File: src/rtl/ledseq_pkg.sv
package ledseq_pkg;

  typedef enum logic [1:0] {
    MODE_OFF  = 2'b00,
    MODE_ON   = 2'b01,
    MODE_SLOW = 2'b10,
    MODE_FAST = 2'b11
  } ledMode_t;

  typedef enum logic [1:0] {
    ST_BOOT,
    ST_BURST,
    ST_LIFE,
    ST_SHOW
  } seqState_t;

  // Strobes from the sequencer to the timing datapath
  typedef struct packed {
    logic restart;    // clear prescaler and tick counter
    logic clrTicks;   // clear tick counter only
    logic load;       // load LED with loadLevel
    logic loadLevel;
    logic toggle;     // invert LED
  } ledStrobe_t;

  function automatic logic startLevel(ledMode_t m);
    return (m != MODE_OFF);
  endfunction

endpackage

File: src/rtl/ledseq_datapath.sv
module ledseq_datapath
  import ledseq_pkg::*;
#(
  parameter int HALF_CYC = 100,
  parameter int TICK_W   = 6
) (
  input  logic              clk,
  input  logic              rstN,
  input  ledStrobe_t        strobe,
  output logic              tick,
  output logic [TICK_W-1:0] tickCount,
  output logic              led
);

  generate
    if (HALF_CYC <= 1) begin : g_direct
      assign tick = 1'b1;
    end else begin : g_div
      localparam int PRE_W = $clog2(HALF_CYC);
      localparam logic [PRE_W-1:0] PRE_LAST = PRE_W'(HALF_CYC - 1);
      logic [PRE_W-1:0] preCnt;

      always_ff @(posedge clk or negedge rstN) begin
        if (!rstN) begin
          preCnt <= '0;
        end else if (strobe.restart || preCnt == PRE_LAST) begin
          preCnt <= '0;
        end else begin
          preCnt <= preCnt + 1'b1;
        end
      end

      assign tick = (preCnt == PRE_LAST);
    end
  endgenerate

  // Half-periods completed since the last phase restart
  always_ff @(posedge clk or negedge rstN) begin
    if (!rstN) begin
      tickCount <= '0;
    end else if (strobe.restart || strobe.clrTicks) begin
      tickCount <= '0;
    end else if (tick && tickCount != '1) begin
      tickCount <= tickCount + 1'b1;
    end
  end

  always_ff @(posedge clk or negedge rstN) begin
    if (!rstN) begin
      led <= 1'b0;
    end else if (strobe.load) begin
      led <= strobe.loadLevel;
    end else if (strobe.toggle) begin
      led <= ~led;
    end
  end

endmodule

File: src/rtl/ledseq_control.sv
module ledseq_control
  import ledseq_pkg::*;
#(
  parameter int TICK_W          = 6,
  parameter int BURST_MIN_TICKS = 8,
  parameter int BURST_MAX_TICKS = 32,
  parameter int LIFE_TICKS      = 16,
  parameter int SLOW_TICKS      = 8
) (
  input  logic              clk,
  input  logic              rstN,
  input  logic              strapIn,
  input  logic              actOk,
  input  logic [1:0]        modeIn,
  input  logic              tick,
  input  logic [TICK_W-1:0] tickCount,
  output ledStrobe_t        strobe,
  output seqState_t         seqState,
  output ledMode_t          modeQ
);

  localparam int CW = TICK_W + 1;
  localparam logic [CW-1:0] MIN_N  = CW'(BURST_MIN_TICKS);
  localparam logic [CW-1:0] MAX_N  = CW'(BURST_MAX_TICKS);
  localparam logic [CW-1:0] LIFE_N = CW'(LIFE_TICKS);
  localparam logic [CW-1:0] SLOW_N = CW'(SLOW_TICKS);

  seqState_t     stateD;
  ledMode_t      modeD;
  ledMode_t      modeReqT;
  logic [CW-1:0] doneTicks;
  logic          enterShow;

  assign modeReqT  = ledMode_t'(modeIn);
  assign doneTicks = {1'b0, tickCount} + CW'(1);

  always_comb begin
    stateD    = seqState;
    modeD     = modeQ;
    strobe    = '0;
    enterShow = 1'b0;
    unique case (seqState)
      ST_BOOT: begin
        strobe.restart   = 1'b1;
        strobe.load      = 1'b1;
        strobe.loadLevel = ~strapIn;
        stateD           = strapIn ? ST_LIFE : ST_BURST;
      end
      ST_BURST: begin
        if (tick) begin
          if ((doneTicks >= MIN_N && actOk) || doneTicks >= MAX_N) begin
            enterShow = 1'b1;
          end else begin
            strobe.toggle = 1'b1;
          end
        end
      end
      ST_LIFE: begin
        if (tick && doneTicks >= LIFE_N) begin
          enterShow = 1'b1;
        end
      end
      ST_SHOW: begin
        if (modeReqT != modeQ) begin
          enterShow = 1'b1;
        end else if (tick) begin
          unique case (modeQ)
            MODE_FAST: begin
              strobe.toggle   = 1'b1;
              strobe.clrTicks = 1'b1;
            end
            MODE_SLOW: begin
              if (doneTicks >= SLOW_N) begin
                strobe.toggle   = 1'b1;
                strobe.clrTicks = 1'b1;
              end
            end
            default: strobe.clrTicks = 1'b1;
          endcase
        end
      end
      default: stateD = ST_BOOT;
    endcase

    if (enterShow) begin
      stateD           = ST_SHOW;
      modeD            = modeReqT;
      strobe.restart   = 1'b1;
      strobe.load      = 1'b1;
      strobe.loadLevel = startLevel(modeReqT);
    end
  end

  always_ff @(posedge clk or negedge rstN) begin
    if (!rstN) begin
      seqState <= ST_BOOT;
      modeQ    <= MODE_OFF;
    end else begin
      seqState <= stateD;
      modeQ    <= modeD;
    end
  end

endmodule

File: src/rtl/status_led_seq.sv
module status_led_seq
  import ledseq_pkg::*;
#(
  parameter int CLK_HZ          = 1600,
  parameter int BURST_MAX_TICKS = 32
) (
  input  logic       clk,
  input  logic       rstN,
  input  logic       autoActStrap,
  input  logic [1:0] modeReq,
  input  logic       actDone,
  output logic       ledOut
);

  localparam int TICKS_PER_SEC   = 16;
  localparam int HALF_CYC        = CLK_HZ / TICKS_PER_SEC;
  localparam int BURST_MIN_TICKS = TICKS_PER_SEC / 2;
  localparam int LIFE_TICKS      = TICKS_PER_SEC;
  localparam int SLOW_TICKS      = TICKS_PER_SEC / 2;
  localparam int TICK_LIMIT      = (BURST_MAX_TICKS > LIFE_TICKS) ? BURST_MAX_TICKS : LIFE_TICKS;
  localparam int TICK_W          = $clog2(TICK_LIMIT + 1);

  ledStrobe_t        strobe;
  logic              tick;
  logic [TICK_W-1:0] tickCount;
  seqState_t         seqState;
  ledMode_t          modeQ;

  ledseq_control #(
    .TICK_W         (TICK_W),
    .BURST_MIN_TICKS(BURST_MIN_TICKS),
    .BURST_MAX_TICKS(BURST_MAX_TICKS),
    .LIFE_TICKS     (LIFE_TICKS),
    .SLOW_TICKS     (SLOW_TICKS)
  ) u_ctrl (
    .clk      (clk),
    .rstN     (rstN),
    .strapIn  (autoActStrap),
    .actOk    (actDone),
    .modeIn   (modeReq),
    .tick     (tick),
    .tickCount(tickCount),
    .strobe   (strobe),
    .seqState (seqState),
    .modeQ    (modeQ)
  );

  ledseq_datapath #(
    .HALF_CYC(HALF_CYC),
    .TICK_W  (TICK_W)
  ) u_dp (
    .clk      (clk),
    .rstN     (rstN),
    .strobe   (strobe),
    .tick     (tick),
    .tickCount(tickCount),
    .led      (ledOut)
  );

endmodule

File: config.mk
export PLATFORM = sky130hd
export DESIGN_NAME = status_led_seq
export DESIGN_NICKNAME = d
export VERILOG_FILES = /design/src/rtl/ledseq_pkg.sv /design/src/rtl/ledseq_datapath.sv /design/src/rtl/ledseq_control.sv /design/src/rtl/status_led_seq.sv
export SDC_FILE = /design/constraint.sdc
export NUM_CORES = 1
export LEC_CHECK = 0
export BUFFER_PORTS_ARGS = -buffer_cell sky130_fd_sc_hd__buf_2
export CAP_MARGIN = 20
export CORE_ASPECT_RATIO = 2
export CORE_MARGIN = 10
export CORE_UTILIZATION = 32
export CTS_CLUSTER_DIAMETER = 50
export DETAILED_ROUTE_END_ITERATION = 16
export PLACE_DENSITY = 0.56
export SYNTH_ARGS = -nofsm -noshare
export SYNTH_HDL_FRONTEND = slang
export SYNTH_SLANG_ARGS = --single-unit
File: constraint.sdc
create_clock -name clk -period 1.9 [get_ports clk]
set_input_delay 0.285 -clock clk [delete_from_list [all_inputs] [get_ports clk]]
set_output_delay 0.285 -clock clk [all_outputs]
set_load 0.005 [all_outputs]
Word-level counts from Yosys, hierarchy flattened --
Cells that the tools add are included.
Word-level totals: memories kept 0, latch bits 0, word-level logic and storage cells 60, RAM bits 0, input bits 6, memory bits (read-only) 0, register bits after elaboration 18
Operators by class: mux-type cells 28, shifts and indexed selects 0, multiply operators 0, divide/modulo/power cells 0, reductions and logical operators 11, bitwise gates (word level) 2, eq/ne operators 8, $lt $le $gt $ge 3, add/sub/neg operators 3
Operators by type and width (number):
- 1-bit two-way mux | 17
- 6-bit two-way mux | 2
- 2-bit two-way mux | 5
- 2-bit equality test (second input constant) | 4
- 2-bit nonzero test | 4
- 6-bit by 1-bit adder with 7-bit output (second input constant) | 1
- 7-bit by 1-bit adder with 7-bit output (second input constant) | 1
- 7-bit equality test (second input constant) | 1
- 7-bit by 4-bit >= comparator with 1-bit output (second input constant) | 1
- 7-bit by 5-bit >= comparator with 1-bit output (second input constant) | 1
- 7-bit by 6-bit >= comparator with 1-bit output (second input constant) | 1
- 7-bit two-way mux | 1
- 6-bit by 1-bit adder with 6-bit output (second input constant) | 1
- 6-bit inequality test (second input constant) | 1
- 1-bit one-hot mux with 2 select lines | 2
- 1-bit logical AND | 3
- 1-bit logical OR | 3
- 1-bit one-hot mux with 3 select lines | 1
- 2-bit by 1-bit equality test with 1-bit output (second input constant) | 1
- 2-bit zero test | 1
- 2-bit inequality test | 1
- 1-bit NOT | 2

Logic depth before layout (Yosys ltp) --
Gate-level depths: netlist of the first run.
depth in word-level cells 10, mapped depth 7, gate-level depth less buffers 7

Modules after synthesis --
A second synthesis of the first run with hierarchy kept.
Second synthesis, totals: cells, all modules 119, area, all modules 1144.8 um2
By module, submodules not included:
- ledseq_datapath | times used 1, cells each 67, area each 691.9 um2
- ledseq_control | times used 1, cells each 52, area each 452.9 um2

Least setup slack after synthesis of the first run --
OpenSTA, ideal clock, no wires.
path type reg-to-reg, start register u_dp.g_div.preCnt[0], end register u_dp.led, data arrival time 1.718 ns, path buffers 0, stages on the path, launching flop included 8, required time 1.810 ns, slack 0.092 ns, cell sequence dfrtp_1 -> ha_1 -> nand4b_4 -> nor3_4 -> nand4_1 -> a2111oi_0 -> a211oi_1 -> o221ai_1
On the way: longest elaborated chain between the ends 6
RTL lines:
- start: declaration | line ledseq_datapath.sv:21 | logic [PRE_W-1:0] preCnt;
- start signal: assignment | line ledseq_datapath.sv:29 | preCnt <= preCnt + 1'b1;
- 7-bit equality test * | line ledseq_datapath.sv:33 | assign tick = (preCnt == PRE_LAST);
- 1-bit logical AND | line ledseq_control.sv:59 | if (tick && doneTicks >= LIFE_N) begin
- 1-bit two-way mux | line ledseq_control.sv:59
- 1-bit one-hot mux with 3 select lines | line ledseq_control.sv:42 | unique case (seqState)
- 2-bit two-way mux | line ledseq_control.sv:85 | if (enterShow) begin
- 1-bit two-way mux or 2-bit nonzero test (tied branches)
- end signal: assignment | line ledseq_datapath.sv:52 | led <= strobe.loadLevel;
- end signal: assignment | line ledseq_datapath.sv:54 | led <= ~led;
- end: declaration | line ledseq_datapath.sv:12 | output logic led
Mark *: on every way between the ends. The rest lies on a longest branch, timed or not. A chain may end at the register's enable or synchronous reset.

Worst setup path in the final report of the first run --
start register u_dp.tickCount[0], end register u_ctrl.modeQ[1]
On the way: longest elaborated chain between the ends 7
RTL lines:
- start: declaration | line ledseq_datapath.sv:11 | output logic [TICK_W-1:0] tickCount,
- start signal: assignment | line ledseq_datapath.sv:44 | tickCount <= tickCount + 1'b1;
- 6-bit by 1-bit adder with 7-bit output * | line ledseq_control.sv:35 | assign doneTicks = {1'b0, tickCount} + CW'(1);
- 7-bit by 4-bit >= comparator with 1-bit output | line ledseq_control.sv:51 | if ((doneTicks >= MIN_N && actOk) || doneTicks >= MAX_N) begin
- 1-bit logical AND | line ledseq_control.sv:51
- 1-bit logical OR | line ledseq_control.sv:51
- 1-bit two-way mux | line ledseq_control.sv:51
- 1-bit two-way mux | line ledseq_control.sv:50 | if (tick) begin
- 1-bit one-hot mux with 3 select lines * | line ledseq_control.sv:42
- end signal: assignment | line ledseq_control.sv:100 | modeQ <= modeD;
- end: declaration | line ledseq_control.sv:19 | output ledMode_t modeQ
Marks and branches as above.

==> results of run 1 <==
-- area by class of cell --
cell class | instances | area (µm²)
timing repair buffer | 24 | 180
clock buffer | 3 | 41.3
fill | 375 | 2110
inverter | 4 | 15.0
sequential | 18 | 450
tap | 49 | 61.3
multi-input combinational | 90 | 707
-- Yosys cell counts, types with 2 or more instances --
cell type / count / area [µm²]
mux2_1: 2 / 22.5
nand3_1: 8 / 40.0
nor2_1: 18 / 67.6
o21ai_0: 2 / 10.0
inv_1: 4 / 15.0
a21oi_1: 3 / 15.0
xor2_1: 6 / 52.6
ha_1: 3 / 37.5
nand4_1: 4 / 25.0
nand2_1: 8 / 30.0
dfrtp_1: 18 / 450
a21oi_2: 2 / 17.5
mux2i_1: 2 / 20.0
a31oi_1: 2 / 12.5
xnor2_1: 5 / 43.8
-- through the flow --
stage / util, % / setup TNS, ps / worst slack (ps) / area [µm²]
6_report: 40.8 / 0 / 70.6 / 1460
4_1_cts: 39.7 / -10.6 / -10.6 / 1420
3_5_place_dp: 36.3 / -249 / -135 / 1290
5_1_grt: 40.8 / -174 / -80.4 / 1460
3_3_place_gp: 36.3 / -117 / -59.5 / 1290
2_1_floorplan: - / 0 / 92.0 / 1170
-- power by group through the flow --
stage / sequential [mW] / clock (mW) / combinational (mW)
global placement: 0.503 / 0 / 0.258
finish: 0.509 / 0.261 / 0.349
detailed placement: 0.505 / 0 / 0.262
global route: 0.519 / 0.287 / 0.393
floorplan: 0.491 / 0 / 0.178
CTS: 0.507 / 0.272 / 0.320
-- sequential cells by signal (all words and copies together) (netlist names) --
name and cells:
u_ctrl.modeQ 2, u_dp.tickCount 6, u_dp.led 1, u_ctrl.seqState 2, u_dp.g_div.preCnt 7
-- layer usage --
| layer | GRT usage [%] | share of wire [%] | up-vias |
|---|---|---|---|
| met5 | 0 | 0 | - |
| met3 | 2.01 | 2.7 | 8 |
| met2 | 14.2 | 54 | 12 |
| li1 | - | - | 457 |
| met4 | 4.82 | 2.7 | 0 |
| met1 | 7.85 | 41 | 427 |
-- worst min-delay path by stage --
| stage | from | endpoint | slack [ps] | depth (start not counted) |
|---|---|---|---|---|
| final | autoActStrap | u_ctrl.seqState[1]$_DFFE_PN0P_ | 260 | 2 |
| after global routing | autoActStrap | u_ctrl.seqState[1]$_DFFE_PN0P_ | 260 | 2 |
| after CTS | autoActStrap | u_ctrl.seqState[1]$_DFFE_PN0P_ | 260 | 2 |
| after detailed placement | rstN | u_ctrl.seqState[1]$_DFFE_PN0P_ | 240 | 1 |
| after global placement | rstN | u_ctrl.seqState[1]$_DFFE_PN0P_ | 240 | 1 |
| after floorplan | rstN | u_ctrl.modeQ[0]$_DFFE_PN0P_ | -10 | 0 |
-- worst reg2reg max path, cell delays in order, from the launching register on --
cell	delay, ps
dfrtp_1	440
and4_4	310
nor3_2	50
a211o_1	310
a21oi_2	210
a21oi_2	80
mux2_1	320
-- kinds of logic (layout without fill, tap and decap cells) --
family,count (synthesis),count (layout),synth area share [%]
and+or+nand+nor,53,53,27.3
AOI/OAI and AO/OA,19,19,12.5
DFF,18,18,38.5
xor gates and xnor gates,11,11,8.24
buffers and inverters,9,31,6.63
muxes,4,4,3.64
adders and majority gates,3,3,3.21
-- what timing repair did --
item	in CTS	in global routing
setup endpoints to repair	7	9
cloned	0	0
endpoints found under the hold margin	18	0
hold buffers	1	0
pin swaps	4	3
buffers inserted	3	3
gates resized for setup	12	4
==> results_dict.tcl, run 1 <==
set metrics [dict create \
    status "completed" \
    via_per_inst 4.81 \
    finalWeightedCongestion 0.776 \
    synth_cells 117 \
    grt_max_degree 19 \
    ff2ff_setup_slack_ps 70 \
    vias 904 \
    p_comb_share_pct 31.2 \
    relSlewSlack_pct 72.5 \
    p_int_uw 785 \
    r2r-start "u_dp.tickCount[0]$_DFFE_PN0P_" \
    crit_required_ps 2040 \
    synth_cell_types 45 \
    fin_crit_ps 1830 \
    cp_common_cell "a21oi_2" \
    areaGrowthSynthToFinish_pct 24.4 \
    syn_nets 126 \
    yosys_warnings 0 \
    worstPathCellList "and4_4 > nor3_2 > a211o_1 > a21oi_2 > a21oi_2 > mux2_1" \
    p_sw_share_pct 29.8 \
    die_width_um 62.8 \
    fin_skew_ps 5.29 \
    dieArea_um2 6620 \
    cp_slowest_cell "dfrtp_1" \
    max_stage_delay_ps 440 \
    p_per_area_nw_per_um2 769 \
    wl_mm 2.52 \
    arrival_ps 1970 \
    cts_root_buf "clkbuf_8" \
    hold_slack_ps 261 \
    start_kind "flop" \
    cts_tree "done" \
    clkTransAtPathRegs_ps 70 \
    finalSetupViolCount 0 \
    postSynthAreaPerCell_um2 10.0 \
    first_pass_iters 4 \
    drc 0 \
    die_y_um 106 \
    track_usage_pct 7.89 \
    clock_latency_ps 250 \
    path_class "reg -> reg" \
    timing.critical_path.buf_inv 0 \
    peakVddDrop_uv 617 \
    grt_pass1_vias 935 \
    total_power_mw 1.12 \
    drive_above_1_share_pct 35.3 \
    p_switching_uw 333 \
    synth_seq_cells 18 \
    antennaDiodeCount 0 \
    total_leakage_power_nw 0.646 \
    finalCritPeriodShare_pct 96.3 \
    r2r_end "u_ctrl.modeQ[1]$_DFFE_PN0P_" \
    stdcell_count 188 \
    yosysSeqAreaShare_pct 38.5 \
    synthFlopType "dfrtp_1" \
    synth_async_sr_flop_share_pct 100 \
    hold_viol 0 \
    io_buffer_count 6 \
    synth_edf_count 0 \
    wl_per_cell_um 13.4 \
    hp-class "in -> reg" \
    dp.final_hpwl_mm 1.91 \
    seqPwrFrac_pct 45.5 \
    end_kind "flop" \
    grt-ovfl-total 0 \
    path_max_fanout 7 \
    drv_cap 0 \
    dp_cells 178 \
    worstSetupStartpoint "u_dp.tickCount[0]$_DFFE_PN0P_" \
    synthesis.area_um2 1170 \
    endpoint "u_ctrl.modeQ[1]$_DFFE_PN0P_" \
    tightestPinTransition_ps 412 \
    antenna_found_initial 0 \
    clock-sinks 18 \
    htreeDepth 1 \
    slew_viol_final 0 \
    rsz0062_at_grt "yes" \
    io_pins 7 \
    grt_pass1_wl_mm 4.31 \
    clock_power_share_pct 23.3 \
    final_cell_mix "nor2_1 (18), dfrtp_1 (18), buf_4 (16), nand3_1 (8), nand2_1 (8)" \
    fmax_mhz 547 \
    critical-path-top-delay-family "compound AO/OA/AOI/OAI gates" \
    cts_buffer_depth 2 \
    drtIter0Drc 18 \
    r2r_cells 6 \
    cp.depth 6 \
    start_util_pct 32.8 \
    nNetsFinal 150 \
    coreArea_um2 3570 \
    ant_nets 0 \
    numCtsBuffers 3 \
    rows 31 \
]
No activity file was read; power rests on OpenSTA's default activity.
==> run 2: changes to the inputs <==
- MAX_ROUTING_LAYER: not set -> met4
==> run 2 against run 1 <==
  * Sequential cell count unchanged
  * Count of clock-buffer cells in the layout stayed put
  * Non-clock buffer count is the same
  * Fmax is essentially flat
  * Register-to-register slack hardly changed
  * Die area stayed put
  * Clock power about the same
  * Critical path type unchanged
  * Critical endpoint unchanged
  * Largest power group unchanged
==> results_dict.tcl, run 2 (same netlist as run 1, synthesis figures left out) <==
set metrics [dict create \
    htreeDepth 1 \
    relSlewSlack_pct 72.6 \
    p_comb_share_pct 31.3 \
    rsz0062_at_grt "yes" \
    p_per_area_nw_per_um2 769 \
    end_kind "flop" \
    worstPathCellList "and4_4 > nor3_2 > a211o_1 > a21oi_2 > a21oi_2 > mux2_1" \
    coreArea_um2 3570 \
    top_regs "u_dp.g_div.preCnt: 7 flops, u_dp.tickCount: 6 flops" \
    drive_above_1_share_pct 35.3 \
    nNetsFinal 150 \
    wl_per_cell_um 13.4 \
    final_cell_mix "nor2_1 (18), dfrtp_1 (18), buf_4 (16), nand3_1 (8), nand2_1 (8)" \
    cts_buffer_depth 2 \
    via_per_inst 4.80 \
    regMostFlops "u_dp.g_div.preCnt" \
    fmax_mhz 547 \
    r2r_cells 6 \
    fin_area_um2 1460 \
    antennaDiodeCount 0 \
    r2r_end "u_ctrl.modeQ[1]$_DFFE_PN0P_" \
    drc 0 \
    tightestPinTransition_ps 411 \
    drv_cap 0 \
    grt_pass1_vias 939 \
    rows 31 \
    max_stage_delay_ps 440 \
    drtIter0Drc 18 \
    fin_skew_ps 5.47 \
    total_leakage_power_nw 0.646 \
    ff2ff_setup_slack_ps 70 \
    slew_viol_final 0 \
    die_y_um 106 \
    hold_viol 0 \
    hp-class "in -> reg" \
    cts_root_buf "clkbuf_8" \
    hp-start "autoActStrap" \
    finalCritPeriodShare_pct 96.3 \
    numCtsBuffers 3 \
    hold_slack_ps 261 \
    io_buffer_count 6 \
    arrival_ps 1970 \
    antenna_found_initial 0 \
    clkTransAtPathRegs_ps 70 \
    vias 903 \
    crit_required_ps 2040 \
    track_usage_pct 8.09 \
    cp_slowest_cell "dfrtp_1" \
    fin_crit_ps 1830 \
    finalWeightedCongestion 0.787 \
    dp.final_hpwl_mm 1.91 \
    cp.depth 6 \
    setup_tns_ps 0 \
    grt_max_degree 19 \
    grt-ovfl-total 0 \
    seqPwrFrac_pct 45.5 \
    areaGrowthSynthToFinish_pct 24.4 \
    worstSetupStartpoint "u_dp.tickCount[0]$_DFFE_PN0P_" \
    largest_reg_flops 7 \
    p_sw_share_pct 29.8 \
    dieArea_um2 6620 \
    start_kind "flop" \
    critical-path-top-delay-family "compound AO/OA/AOI/OAI gates" \
    clock_latency_ps 250 \
    io_pins 7 \
    clock_power_share_pct 23.3 \
    finalSetupViolCount 0 \
    status "completed" \
    peakVddDrop_uv 617 \
    timing.critical_path.buf_inv 0 \
    holdPathStages 2 \
    path_class "reg -> reg" \
    first_pass_iters 4 \
    cts_tree "done" \
    clock-sinks 18 \
    r2r-start "u_dp.tickCount[0]$_DFFE_PN0P_" \
    start_util_pct 32.8 \
    p_int_uw 785 \
    place_area_um2 1290 \
    die_width_um 62.8 \
    holdPathEnd "u_ctrl.seqState[1]$_DFFE_PN0P_" \
    path_max_fanout 7 \
    grt_pass1_wl_mm 4.31 \
    ant_nets 0 \
    wl_mm 2.52 \
    cp_common_cell "a21oi_2" \
    p_switching_uw 333 \
]
-- run 2: worst max path at each step --
stage,endpoint,slack (ps)
finish,u_ctrl.modeQ[1]$_DFFE_PN0P_,70
global route,u_dp.led$_DFFE_PN0P_,-80
CTS,u_dp.led$_DFFE_PN0P_,-10
detailed placement,u_dp.led$_DFFE_PN0P_,-130
global placement,u_dp.led$_DFFE_PN0P_,-60
floorplan,u_dp.led$_DFFE_PN0P_,90
-- run 2: power groups by stage --
stage	clock network, mW	logic [mW]	registers, mW
6_report	0.260	0.350	0.509
5_1_grt	0.287	0.392	0.519
4_1_cts	0.272	0.320	0.507
3_5_place_dp	0	0.262	0.505
3_3_place_gp	0	0.258	0.503
2_1_floorplan	0	0.178	0.491
-- run 2: what timing repair did --
action | 4_1_cts | 5_1_grt
pin swaps | 4 | 3
buffers inserted | 3 | 3
endpoints found under the setup margin | 7 | 9
resized for setup | 12 | 4
hold buffers | 1 | 0
endpoints found under the hold margin | 18 | 0
-- run 2: area by class of cell --
| type | count | area [µm²] |
|---|---|---|
| multi-input cells | 90 | 707 |
| flip-flops and latches | 18 | 450 |
| well taps | 49 | 61.3 |
| repair buffers | 24 | 180 |
| clock buffers | 3 | 41.3 |
| fillers | 375 | 2110 |
| inverters | 4 | 15.0 |
-- run 2: stage by stage --
stage               std cells  setup WS, ps  total power, mW  utilization (%)
finish                    188          70.9             1.12             40.8
global route              188         -80.4             1.20             40.8
CTS                       185         -10.6             1.10             39.7
detailed placement        178          -135            0.766             36.3
global placement          178         -59.5            0.761             36.3
floorplan                 117          92.0            0.669                -
-- run 2: layer usage --
metal  routed length, µm  part of all wire [%]  track usage (%)  vias up
met5                   0                     0                -        -
met4                  69                   2.7             4.82        0
met3                  54                   2.1             1.80        8
met2                1360                    54             14.2       12
met1                1040                    41             7.85      426
li1                    -                     -                -      457
==> run 3: changes to the inputs <==
- BUFFER_PORTS_ARGS: -buffer_cell sky130_fd_sc_hd__buf_2 -> not set
- DONT_BUFFER_PORTS: not set -> 1
- PLACE_DENSITY: 0.56 -> 0.54
==> run 3 against run 2 <==
  * Wire length is 6.8% higher
  * Via count is 3.1% higher
  * Fmax is 0.73% lower
  * Combinational power is 5% lower
  * First-iteration DRC count is 72% higher
  * Sequential power is 2% higher
  * Final cell count is 4.3% lower
  * Cell area is 0.17% lower
  * Die area stayed put
  * Sequential share of layout area is 0.14 points higher
  * Critical path type unchanged
  * Largest cell class unchanged
  * Largest power group unchanged
==> results_dict.tcl, run 3 (same netlist as run 1, synthesis figures left out) <==
set metrics [dict create \
    status "completed" \
    fin_skew_ps 2.24 \
    first_pass_iters 4 \
    regMostFlops "u_dp.g_div.preCnt" \
    grt_max_degree 19 \
    peakVddDrop_uv 660 \
    ant_nets 0 \
    hp-start "autoActStrap" \
    antennaDiodeCount 0 \
    setup_tns_ps 0 \
    wl_per_cell_um 15.0 \
    nNetsFinal 141 \
    areaGrowthSynthToFinish_pct 24.2 \
    wl_mm 2.70 \
    slew_viol_final 0 \
    io_buffer_count 0 \
    relSlewSlack_pct 41.5 \
    grt_pass1_vias 923 \
    die_width_um 62.8 \
    grt_pass1_wl_mm 4.37 \
    rows 31 \
    clock-sinks 18 \
    drive_above_1_share_pct 36.6 \
    r2r-start "u_dp.g_div.preCnt[1]$_DFF_PN0_" \
    grt-ovfl-total 0 \
    finalCritPeriodShare_pct 97.0 \
    final_cell_mix "dfrtp_1 (17), nor2_1 (14), buf_4 (12), nand3_1 (8), nand2_1 (7)" \
    ff2ff_setup_slack_ps 60 \
    track_usage_pct 8.26 \
    multi_input_area_um2 738 \
    vias 931 \
    cts_buffer_depth 2 \
    fin_crit_ps 1840 \
    drtIter0Drc 31 \
    via_per_inst 5.17 \
    drc 0 \
    clkTransAtPathRegs_ps 70 \
    tightestPinTransition_ps 875 \
    path_max_fanout 5 \
    start_util_pct 32.8 \
    arrival_ps 1970 \
    cts_tree "done" \
    total_power_mw 1.17 \
    final_common_cell "dfrtp_1" \
    fmax_mhz 543 \
    finalSetupViolCount 0 \
    r2r_cells 7 \
    dieArea_um2 6620 \
    seqCellArea_um2 452 \
    hp-class "in -> reg" \
    antenna_found_initial 0 \
    total_leakage_power_nw 0.617 \
    finalWeightedCongestion 0.885 \
    hold_viol 0 \
    fin_area_um2 1450 \
    dp.final_hpwl_mm 1.96 \
    pre_cts_ws_ps -94.6 \
    coreArea_um2 3570 \
    top_regs "u_dp.g_div.preCnt: 7 flops, u_dp.tickCount: 6 flops" \
    place_area_um2 1240 \
    clock_latency_ps 250 \
    r2r_end "u_dp.led$_DFFE_PN0P_" \
    numCtsBuffers 3 \
    io_pins 7 \
    end_kind "flop" \
    drv_cap 0 \
    nFillCells 359 \
    worstSetupStartpoint "u_dp.g_div.preCnt[1]$_DFF_PN0_" \
    cts_root_buf "clkbuf_8" \
    largest_reg_flops 7 \
    path_class "reg -> reg" \
    htreeDepth 1 \
    start_kind "flop" \
    endpoint "u_dp.led$_DFFE_PN0P_" \
    crit_required_ps 2030 \
    p_per_area_nw_per_um2 807 \
    die_y_um 106 \
    rsz0062_at_grt "yes" \
    layout_setup_ws_ps 57.4 \
]
-- run 3: changes by cell type in the layout (fill, tap and decap cells not counted), sizes merged --
cell and change:
clkbuf +1, buf -9
-- run 3: what timing repair did --
| item | in CTS | in global routing |
|---|---|---|
| pin swaps | 2 | 5 |
| endpoints found under the setup margin | 9 | 9 |
| hold buffers | 1 | 0 |
| resized for setup | 2 | 25 |
| hold endpoints to repair | 18 | 0 |
| buffers inserted | 1 | 5 |
-- run 3: worst min-delay path by stage --
stage / to / slack, ps / cells after the start
2_1_floorplan: u_ctrl.modeQ[0]$_DFFE_PN0P_ / -10 / 0
3_3_place_gp: u_dp.g_div.preCnt[5]$_DFF_PN0_ / -10 / 0
3_5_place_dp: u_dp.g_div.preCnt[5]$_DFF_PN0_ / -10 / 0
4_1_cts: u_ctrl.seqState[1]$_DFFE_PN0P_ / 160 / 1
5_1_grt: u_ctrl.seqState[1]$_DFFE_PN0P_ / 150 / 1
6_report: u_ctrl.seqState[1]$_DFFE_PN0P_ / 160 / 1
-- run 3: metrics by stage --
step / util [%] / std cells / hold slack, ps
final: 40.7 / 180 / 161
after global routing: 40.7 / 180 / 151
after CTS: 36.9 / 175 / 157
after detailed placement: 34.8 / 169 / -9.85
after global placement: 34.8 / 169 / -9.88
after floorplan: - / 117 / -10.6
-- run 3: critical path: stages (launching register included) --
cell and delay [ps]:
dfrtp_1 400, ha_4 170, nand4b_4 110, nor3_4 270, nand4_1 190, a21o_2 260
a211oi_2 180, o221ai_1 120
-- run 3: routing by layer --
layer  global-route usage, %  up-vias  routed length (µm)
met3                    1.80       10                 106
li1                        -      440                   -
met2                    13.6       22                1480
met4                    5.63        0                 126
met1                    8.53      459                 984
met5                       -        -                   0
-- run 3: area by class of cell --
type | count | area share, %
Multi-Input combinational cell | 90 | 50.8
Sequential cell | 18 | 31.1
Timing Repair Buffer | 15 | 9.04
Tap cell | 49 | 4.22
Clock buffer | 4 | 3.79
Inverter | 4 | 1.03
-- run 3: where the power goes --
group	switching, mW	total, mW	internal (mW)
clock network	0.136	0.320	0.184
registers	0.0804	0.518	0.438
logic	0.146	0.334	0.189
total	0.362	1.17	0.811
